<file path="src/rtl/irq_pkg.sv">
package irq_pkg;
  localparam int unsigned SRC_CNT = 4;

  typedef enum logic [1:0] {
    SRC_EXT  = 2'd0,
    SRC_TMR0 = 2'd1,
    SRC_TMR1 = 2'd2,
    SRC_ADC  = 2'd3
  } src_e;

  typedef enum logic [1:0] {
    EDGE_OFF  = 2'b00,
    EDGE_RISE = 2'b01,
    EDGE_FALL = 2'b10,
    EDGE_BOTH = 2'b11
  } edge_e;

  typedef enum logic {
    ST_IDLE = 1'b0,
    ST_WAIT = 1'b1
  } ctl_state_e;
endpackage

</file>
<file path="src/rtl/irq_edge_detect.sv">
module irq_edge_detect
  import irq_pkg::*;
(
  input  logic       clk,
  input  logic       rst_n,
  input  logic       pin_i,
  input  logic [1:0] sel_i,
  output logic       evt_o
);
  logic prev_q, vld_q;
  logic rise, fall;

  always_ff @(posedge clk or negedge rst_n) begin
    if (!rst_n) begin
      prev_q <= 1'b0;
      vld_q  <= 1'b0;
    end else begin
      prev_q <= pin_i;
      vld_q  <= 1'b1;
    end
  end

  always_comb begin
    rise = vld_q & pin_i & ~prev_q;
    fall = vld_q & ~pin_i & prev_q;
    unique case (edge_e'(sel_i))
      EDGE_RISE: evt_o = rise;
      EDGE_FALL: evt_o = fall;
      EDGE_BOTH: evt_o = rise | fall;
      default:   evt_o = 1'b0;
    endcase
  end

  AST_EDGE_OFF_QUIET: assert property (@(posedge clk) disable iff (!rst_n)
    (sel_i == EDGE_OFF) |-> !evt_o);
endmodule

</file>
<file path="src/rtl/irq_flag_bank.sv">
module irq_flag_bank #(
  parameter int unsigned     N       = 4,
  parameter logic [N-1:0]    PRESENT = '1
) (
  input  logic         clk,
  input  logic         rst_n,
  input  logic [N-1:0] set_i,
  input  logic [N-1:0] clr_i,
  output logic [N-1:0] flags_o
);
  for (genvar i = 0; i < N; i++) begin : g_flag
    if (PRESENT[i]) begin : g_live
      logic flag_q, flag_d;
      always_comb begin
        flag_d = flag_q;
        if (clr_i[i]) flag_d = 1'b0;
        if (set_i[i]) flag_d = 1'b1;
      end
      always_ff @(posedge clk or negedge rst_n) begin
        if (!rst_n) flag_q <= 1'b0;
        else        flag_q <= flag_d;
      end
      assign flags_o[i] = flag_q;
    end else begin : g_absent
      assign flags_o[i] = 1'b0;
    end
  end

  AST_FLAG_STICKY: assert property (@(posedge clk) disable iff (!rst_n)
    1'b1 |=> ((($past(flags_o) & ~$past(clr_i)) & ~flags_o) == '0));
  AST_SET_WINS: assert property (@(posedge clk) disable iff (!rst_n)
    1'b1 |=> ((($past(set_i) & PRESENT) & ~flags_o) == '0));
endmodule

</file>
<file path="src/rtl/irq_arbiter.sv">
module irq_arbiter #(
  parameter int unsigned  N        = 4,
  parameter logic [N-1:0] PRESENT  = '1,
  parameter int unsigned  VEC_W    = 8,
  parameter int unsigned  VEC_STEP = 4,
  localparam int unsigned IDX_W    = (N > 1) ? $clog2(N) : 1
) (
  input  logic [N-1:0]     req_i,
  output logic             any_o,
  output logic [IDX_W-1:0] idx_o,
  output logic [VEC_W-1:0] vec_o
);
  function automatic logic [VEC_W-1:0] vec_of(input int unsigned idx);
    int unsigned slot;
    slot = 1;
    for (int unsigned j = 0; j < N; j++)
      if (j < idx && PRESENT[j]) slot++;
    return VEC_W'(slot * VEC_STEP);
  endfunction

  always_comb begin
    any_o = 1'b0;
    idx_o = '0;
    vec_o = '0;
    for (int i = N - 1; i >= 0; i--) begin
      if (req_i[i]) begin
        any_o = 1'b1;
        idx_o = IDX_W'(i);
        vec_o = vec_of(i);
      end
    end
  end
endmodule

</file>
<file path="src/rtl/irq_vector_ctrl.sv">
module irq_vector_ctrl
  import irq_pkg::*;
#(
  parameter int unsigned NUM_TIMERS = 2,
  parameter int unsigned VEC_W      = 8,
  parameter int unsigned VEC_STEP   = 4
) (
  input  logic             clk,
  input  logic             rst_n,
  input  logic             phase_stb,
  input  logic             ext_pin,
  input  logic [1:0]       edge_sel,
  input  logic             tmr0_ovf,
  input  logic             tmr1_ovf,
  input  logic             adc_done,
  input  logic             stack_full,
  input  logic             cfg_wr,
  input  logic             cfg_gie,
  input  logic [3:0]       cfg_en,
  input  logic [3:0]       flag_clr,
  input  logic             call_ack,
  output logic             call_req,
  output logic [VEC_W-1:0] call_vec,
  output logic             wake,
  output logic [3:0]       flags,
  output logic             gie
);
  localparam int unsigned  N       = SRC_CNT;
  localparam int unsigned  IDX_W   = $clog2(N);
  localparam logic [N-1:0] PRESENT = (NUM_TIMERS > 1) ? 4'b1111 : 4'b1011;

  ctl_state_e       state_q, state_d;
  logic             call_q, call_d;
  logic [VEC_W-1:0] vec_q, vec_d;
  logic [IDX_W-1:0] src_q, src_d;
  logic             gie_q, gie_d;
  logic [N-1:0]     en_q, en_d;

  logic             ext_evt;
  logic [N-1:0]     set_vec, clr_vec, flag_vec, elig;
  logic             arb_any, take, ack_take;
  logic [IDX_W-1:0] arb_idx;
  logic [VEC_W-1:0] arb_vec;

  irq_edge_detect u_edge (
    .clk   (clk),
    .rst_n (rst_n),
    .pin_i (ext_pin),
    .sel_i (edge_sel),
    .evt_o (ext_evt)
  );

  assign set_vec  = {adc_done, tmr1_ovf, tmr0_ovf, ext_evt};
  assign ack_take = (state_q == ST_WAIT) && call_ack;
  assign clr_vec  = flag_clr | (ack_take ? (N'(1) << src_q) : '0);

  irq_flag_bank #(.N(N), .PRESENT(PRESENT)) u_flags (
    .clk     (clk),
    .rst_n   (rst_n),
    .set_i   (set_vec),
    .clr_i   (clr_vec),
    .flags_o (flag_vec)
  );

  assign elig = flag_vec & en_q & {N{gie_q & ~stack_full}};

  irq_arbiter #(.N(N), .PRESENT(PRESENT), .VEC_W(VEC_W), .VEC_STEP(VEC_STEP)) u_arb (
    .req_i (elig),
    .any_o (arb_any),
    .idx_o (arb_idx),
    .vec_o (arb_vec)
  );

  assign take = (state_q == ST_IDLE) && phase_stb && arb_any;

  always_comb begin
    state_d = state_q;
    call_d  = take;
    vec_d   = vec_q;
    src_d   = src_q;
    en_d    = en_q;
    gie_d   = gie_q;
    if (cfg_wr) begin
      en_d  = cfg_en;
      gie_d = cfg_gie;
    end
    if (take) begin
      state_d = ST_WAIT;
      vec_d   = arb_vec;
      src_d   = arb_idx;
    end
    if (ack_take) begin
      state_d = ST_IDLE;
      gie_d   = 1'b0;
    end
  end

  always_ff @(posedge clk or negedge rst_n) begin
    if (!rst_n) begin
      state_q <= ST_IDLE;
      call_q  <= 1'b0;
      vec_q   <= '0;
      src_q   <= '0;
      en_q    <= '0;
      gie_q   <= 1'b0;
    end else begin
      state_q <= state_d;
      call_q  <= call_d;
      vec_q   <= vec_d;
      src_q   <= src_d;
      en_q    <= en_d;
      gie_q   <= gie_d;
    end
  end

  assign call_req = call_q;
  assign call_vec = vec_q;
  assign flags    = flag_vec;
  assign gie      = gie_q;
  assign wake     = |flag_vec;

  AST_CALL_ONE_CYCLE: assert property (@(posedge clk) disable iff (!rst_n)
    call_req |=> !call_req);
  AST_NO_REEVAL: assert property (@(posedge clk) disable iff (!rst_n)
    (state_q == ST_WAIT && !call_ack) |=> !call_req);
  AST_CALL_AT_STROBE: assert property (@(posedge clk) disable iff (!rst_n)
    $rose(call_req) |-> $past(phase_stb));
  AST_CALL_GATED: assert property (@(posedge clk) disable iff (!rst_n)
    call_req |-> $past(gie_q && !stack_full));
  AST_ACK_CLEARS_GIE: assert property (@(posedge clk) disable iff (!rst_n)
    ack_take |=> !gie);
  AST_VEC_ALIGNED: assert property (@(posedge clk) disable iff (!rst_n)
    call_req |-> (call_vec[1:0] == 2'b00 && call_vec != '0));
endmodule

</file>
<file path="config.mk">
export PLATFORM = sky130hd
export DESIGN_NAME = irq_vector_ctrl
export DESIGN_NICKNAME = d
export VERILOG_FILES = /design/src/rtl/irq_pkg.sv /design/src/rtl/irq_edge_detect.sv /design/src/rtl/irq_flag_bank.sv /design/src/rtl/irq_arbiter.sv /design/src/rtl/irq_vector_ctrl.sv
export SDC_FILE = /design/constraint.sdc
export NUM_CORES = 1
export LEC_CHECK = 0
export CORE_UTILIZATION = 37
export DETAILED_ROUTE_END_ITERATION = 6
export GPL_TIMING_DRIVEN = 0
export HOLD_SLACK_MARGIN = 0.03
export PLACE_DENSITY_LB_ADDON = 0.05
export SYNTH_ARGS = -nofsm -noshare
export SYNTH_HDL_FRONTEND = slang
export SYNTH_SLANG_ARGS = --single-unit
</file>
<file path="constraint.sdc">
create_clock -name clk -period 1.1 [get_ports clk]
set_input_delay 0.165 -clock clk [delete_from_list [all_inputs] [get_ports clk]]
set_output_delay 0.165 -clock clk [all_outputs]
set_load 0.1 [all_outputs]
</file>
After elaboration in Yosys (flattened, before gate mapping)
Index checks and enable logic that the tools add are counted.

Output and inout bits: 15. Bits in registers: 23.

Mux-type cells: 29. Shift-type cells: 1. $add $sub $neg: 3. Eq/ne operators: 3. Reduce and logical (&&, ||, !) cells: 10. Bitwise logic cells: 13.

Operators by type and width (count): $mux W8 (4); $add A6 B1 Y6 const B (3); $mux W6 (3); $mux W1 (16); $reduce_bool A2 Y1 (6); $and A4 B4 Y4 (2); $mux W2 (4); $and A1 B1 Y1 (5); $eq A2 B2 Y1 const B (2); $mux W4 (1); $not A1 Y1 (4); $or A4 B4 Y4 (1); $reduce_or A4 Y1 (1); $shl A1 B2 Y4 const A (1); $logic_and A1 B1 Y1 (3); $pmux W1 S3 (1); $eq A2 B1 Y1 const B (1); $or A1 B1 Y1 (1).

Depth between registers and ports, before layout
Depth after elaboration: 11. Depth in mapped cells: 5.

By module
A second synthesis with hierarchy kept.

Cells, all modules: 88. Area total of the unflattened synthesis: 1109.8 um^2.

Modules (own cells, without submodules): irq_vector_ctrl (cells each 50, times used 1, area each 762.0 um^2); irq_flag_bank (cells each 16, times used 1, area each 175.2 um^2); irq_arbiter (cells each 16, times used 1, area each 97.6 um^2); irq_edge_detect (cells each 6, times used 1, area each 75.1 um^2).

Least setup slack after synthesis
Ideal clock, no wire load.

Path type: flip-flop to flip-flop. From: reg gie_q (netlist: gie). To: reg vec_q[2] (netlist: call_vec[2]). Cell stages (with the launch flop): 6. Setup time: 0.120 ns. Required time: 0.980 ns. Data arrival time: 1.674 ns. Path slack: -0.694 ns. Cell sequence: dfrtp_1 > and4bb_4 > o21ai_4 > inv_2 > o2111ai_2 > o21a_1.

Word-level cells in the longest chain between the ends: 7.

RTL lines: start: declaration (line irq_vector_ctrl.sv:36) `logic gie_q, gie_d;`; start signal: assignment (line irq_vector_ctrl.sv:112) `gie_q <= gie_d;`; $and A1 B1 Y1 (*) (line irq_vector_ctrl.sv:65) `assign elig = flag_vec & en_q & {N{gie_q & ~stack_full}};`; $and A4 B4 Y4 (*) (line irq_vector_ctrl.sv:65); $mux W1 (3 in series) (line irq_arbiter.sv:26) `if (req_i[i]) begin`; $mux W1 (*) (line irq_arbiter.sv:26); $logic_and A1 B1 Y1 (*) (line irq_vector_ctrl.sv:74) `assign take = (state_q == ST_IDLE) && phase_stb && arb_any;`; net call_d (line irq_vector_ctrl.sv:33) `logic call_q, call_d;`; end signal: assignment (line irq_vector_ctrl.sv:109) `vec_q <= vec_d;`; end: declaration (line irq_vector_ctrl.sv:34) `logic [VEC_W-1:0] vec_q, vec_d;`.

Mark *: on every way through the listed nets, which the timed path passes. The rest lies on a longest branch. A chain may end at the register's enable or synchronous reset.

Final worst setup path
From: reg u_flags.g_flag[0].g_live.flag_q. To: out wake.

Word-level cells in the longest chain between the ends: 1.

RTL lines: start: declaration (line irq_flag_bank.sv:13) `logic flag_q, flag_d;`; start signal: assignment (line irq_flag_bank.sv:21) `else flag_q <= flag_d;`; $reduce_or A4 Y1 (line irq_vector_ctrl.sv:120) `assign wake = |flag_vec;`; end: declaration (line irq_vector_ctrl.sv:24) `output logic wake,`.

Every way passes these cells.

==> impl_metrics.tcl <==
set metrics [dict create \
    finalSetupViolations 13 \
    cts_sinks 18 \
    ys.flop_type "dfrtp_1" \
    drt_pass1_iterations 4 \
    synthToLayoutAreaGrowth_pct 68.35 \
    power.leakage_nw 0.6732 \
    clkTransAtPathRegs_ns 0.10 \
    fin_nets 150 \
    io_pins 36 \
    crit_path_start_kind "flip-flop" \
    powerDensity_mw_per_mm2 1528 \
    syn_avg_cell_area_um2 11.10 \
    numCtsBuffers 3 \
    dp_hpwl_um 1278 \
    seq_area_frac_synth_pct 52.02 \
    rows 17 \
    die_area_mm2 0.002538 \
    crit_type "reg2out" \
    post-place-ws_ns -0.9895 \
    synthArstFlopShare_pct 100.0 \
    antenna_cells 0 \
    rsz0062_at_grt "yes" \
    synth_area_um2 865.8 \
    period_needed_ns 1.618 \
    coreArea_mm2 0.002212 \
    vias 714 \
    crit_chain "or4_4, buf_8" \
    final.setup.worst_slack_ns -0.5175 \
    violations "hold timing, setup timing" \
    gr-total-overflow 0 \
    final_cell_mix "clkdlybuf4s50_1, dfrtp_1, buf_4" \
    track_usage_pct 16.61 \
    cap_violations 0 \
    fin_cells 156 \
    clk_latency_ns 0.30 \
    gp_congestion 0.7779 \
    post-route-util_pct 65.89 \
    h-tree-depth 1 \
    finalPower_w 0.002227 \
    cp_slowest_stage_delay_ns 0.53 \
    wl_per_cell_um 12.54 \
    die_y_um 50.38 \
    fin_area_mm2 0.001458 \
    grt_max_degree 19 \
    grt_pass1_vias 654 \
    endpoint_kind "output port" \
    synthCells 78 \
    antenna_found_initial 0 \
    wl_um 1957 \
    max_freq_mhz 618.2 \
    whs_ns -0.07007 \
    synth_edf_count 0 \
    fillers 193 \
    start_util_pct 39.14 \
    path_max_fanout 3 \
    clockBufferDepth 2 \
    vias_per_cell 4.577 \
    period_share_pct 147.0 \
    synth_warnings 0 \
    place_area_mm2 0.001222 \
    min_path_type "in2async" \
    root_buffer "clkbuf_4" \
    relSlewSlack_pct 46.28 \
    dp.cells 140 \
    hold_violations 18 \
    drtAntennaViolNets 0 \
    required_ns 0.94 \
    cts_tree "yes" \
    postCtsHoldBufs 0 \
    drc 0 \
    die_w_um 50.38 \
    critPathArrivalTime_ns 1.45 \
    dr.first_iter.drc_count 8 \
    synth-seq-cells 18 \
    ir_drop_mv 0.9969 \
    yosysUniqueCellTypes 28 \
    worstMarginPinSlew_ns 0.8045 \
    skew_ns 0.006756 \
    grt_first_pass_wirelength_um 3008 \
    layout_commonest_cell "clkdlybuf4s50_1" \
    drive_above_1_share_pct 39.84 \
    status "finished, violations left" \
    port_buffers 30 \
    crit_slowest_cell "or4_4" \
    slew_violations 0 \
]
registers in the layout, summed over array words and instances, names as in the netlist:
register	cells
src_q	2
u_edge.vld_q	1
state_q	1
gie	1
u_flags.g_flag.g_live.flag_q	4
call_vec	3
u_edge.prev_q	1
en_q	4
call_req	1
worst paths after layout:
path	endpoint	from	slack, ns	depth (start not counted)
min in group clk	u_edge.prev_q	ext_pin	0.35	1
max in group asynchronous	gie	rst_n	0.59	1
hold / removal	en_q[1]	rst_n	-0.07	1
setup / recovery	wake	u_flags.g_flag[0].g_live.flag_q	-0.52	2
setup reg to reg	call_vec[2]	u_flags.g_flag[1].g_live.flag_q	-0.35	7
hold reg to reg	u_flags.g_flag[0].g_live.flag_q	u_edge.vld_q	0.45	2
kinds of logic after synthesis:
| kind of cell | count (synthesis) | share of synthesized area [%] |
|---|---|---|
| and+or+nand+nor | 20 | 12.72 |
| AOI/OAI and AO/OA | 18 | 17.63 |
| DFF | 18 | 52.02 |
| buffers and inverters | 15 | 10.40 |
| muxes | 5 | 6.358 |
| other | 2 | 0.8674 |
through the flow:
| stage | setup TNS (ns) | hold slack [ns] |
|---|---|---|
| final | -3.511 | -0.07007 |
| after global routing | -4.145 | -0.003269 |
| after CTS | -2.984 | 0.3577 |
| after detailed placement | -11.72 | 0.4300 |
| after global placement | -11.87 | 0.4248 |
| after floorplan | -1.218 | -0.1306 |
timing repair:
item	CTS	global route
buffers inserted	8	5
resized for setup	88	9
hold endpoints to repair	0	18
pin swaps	3	2
setup endpoints to repair	16	18
power by group:
group          internal [W]  switching [W]  leakage [nW]
registers          0.000756      0.0000955         0.214
logic              0.000371       0.000593         0.438
clock network      0.000202       0.000209        0.0210
Yosys cell counts (2+ instances only):
library cell	instances	area share (%)
a31o_2	3	3.0
buf_4	9	7.8
a21oi_1	4	2.3
inv_1	5	2.2
conb_1	2	0.87
nand2_1	11	4.8
dfrtp_1	18	52
mux2_2	4	5.2
o21ai_0	3	1.7
worst max-delay path, delay by kind of cell (launching register included):
family	cells	cell delay, ns
DFF	1	0.43
buffers and inverters	1	0.19
and+or+nand+nor	1	0.53
layout make-up:
class	instances	area [um^2]	share of cell area, %
multi-input cells	49	357.8	24.55
plain buffers	9	78.83	5.408
repair buffers	42	471.7	32.36
inverters	6	22.52	1.545
flip-flops and latches	18	455.4	31.24
clock buffers	4	36.28	2.489
well taps	28	35.03	2.403
routing by layer:
| metal | part of all wire (%) | GRT usage [%] | routed length (um) | up-vias |
|---|---|---|---|---|
| met4 | 2.8 | 6.944 | 55 | 0 |
| met5 | 0 | 0 | 0 | - |
| met1 | 41 | 19.96 | 809 | 327 |
| li1 | - | - | - | 357 |
| met3 | 6.5 | 5.758 | 127 | 4 |
| met2 | 49 | 26.89 | 965 | 26 |
Power figures use the tool's default switching activity.
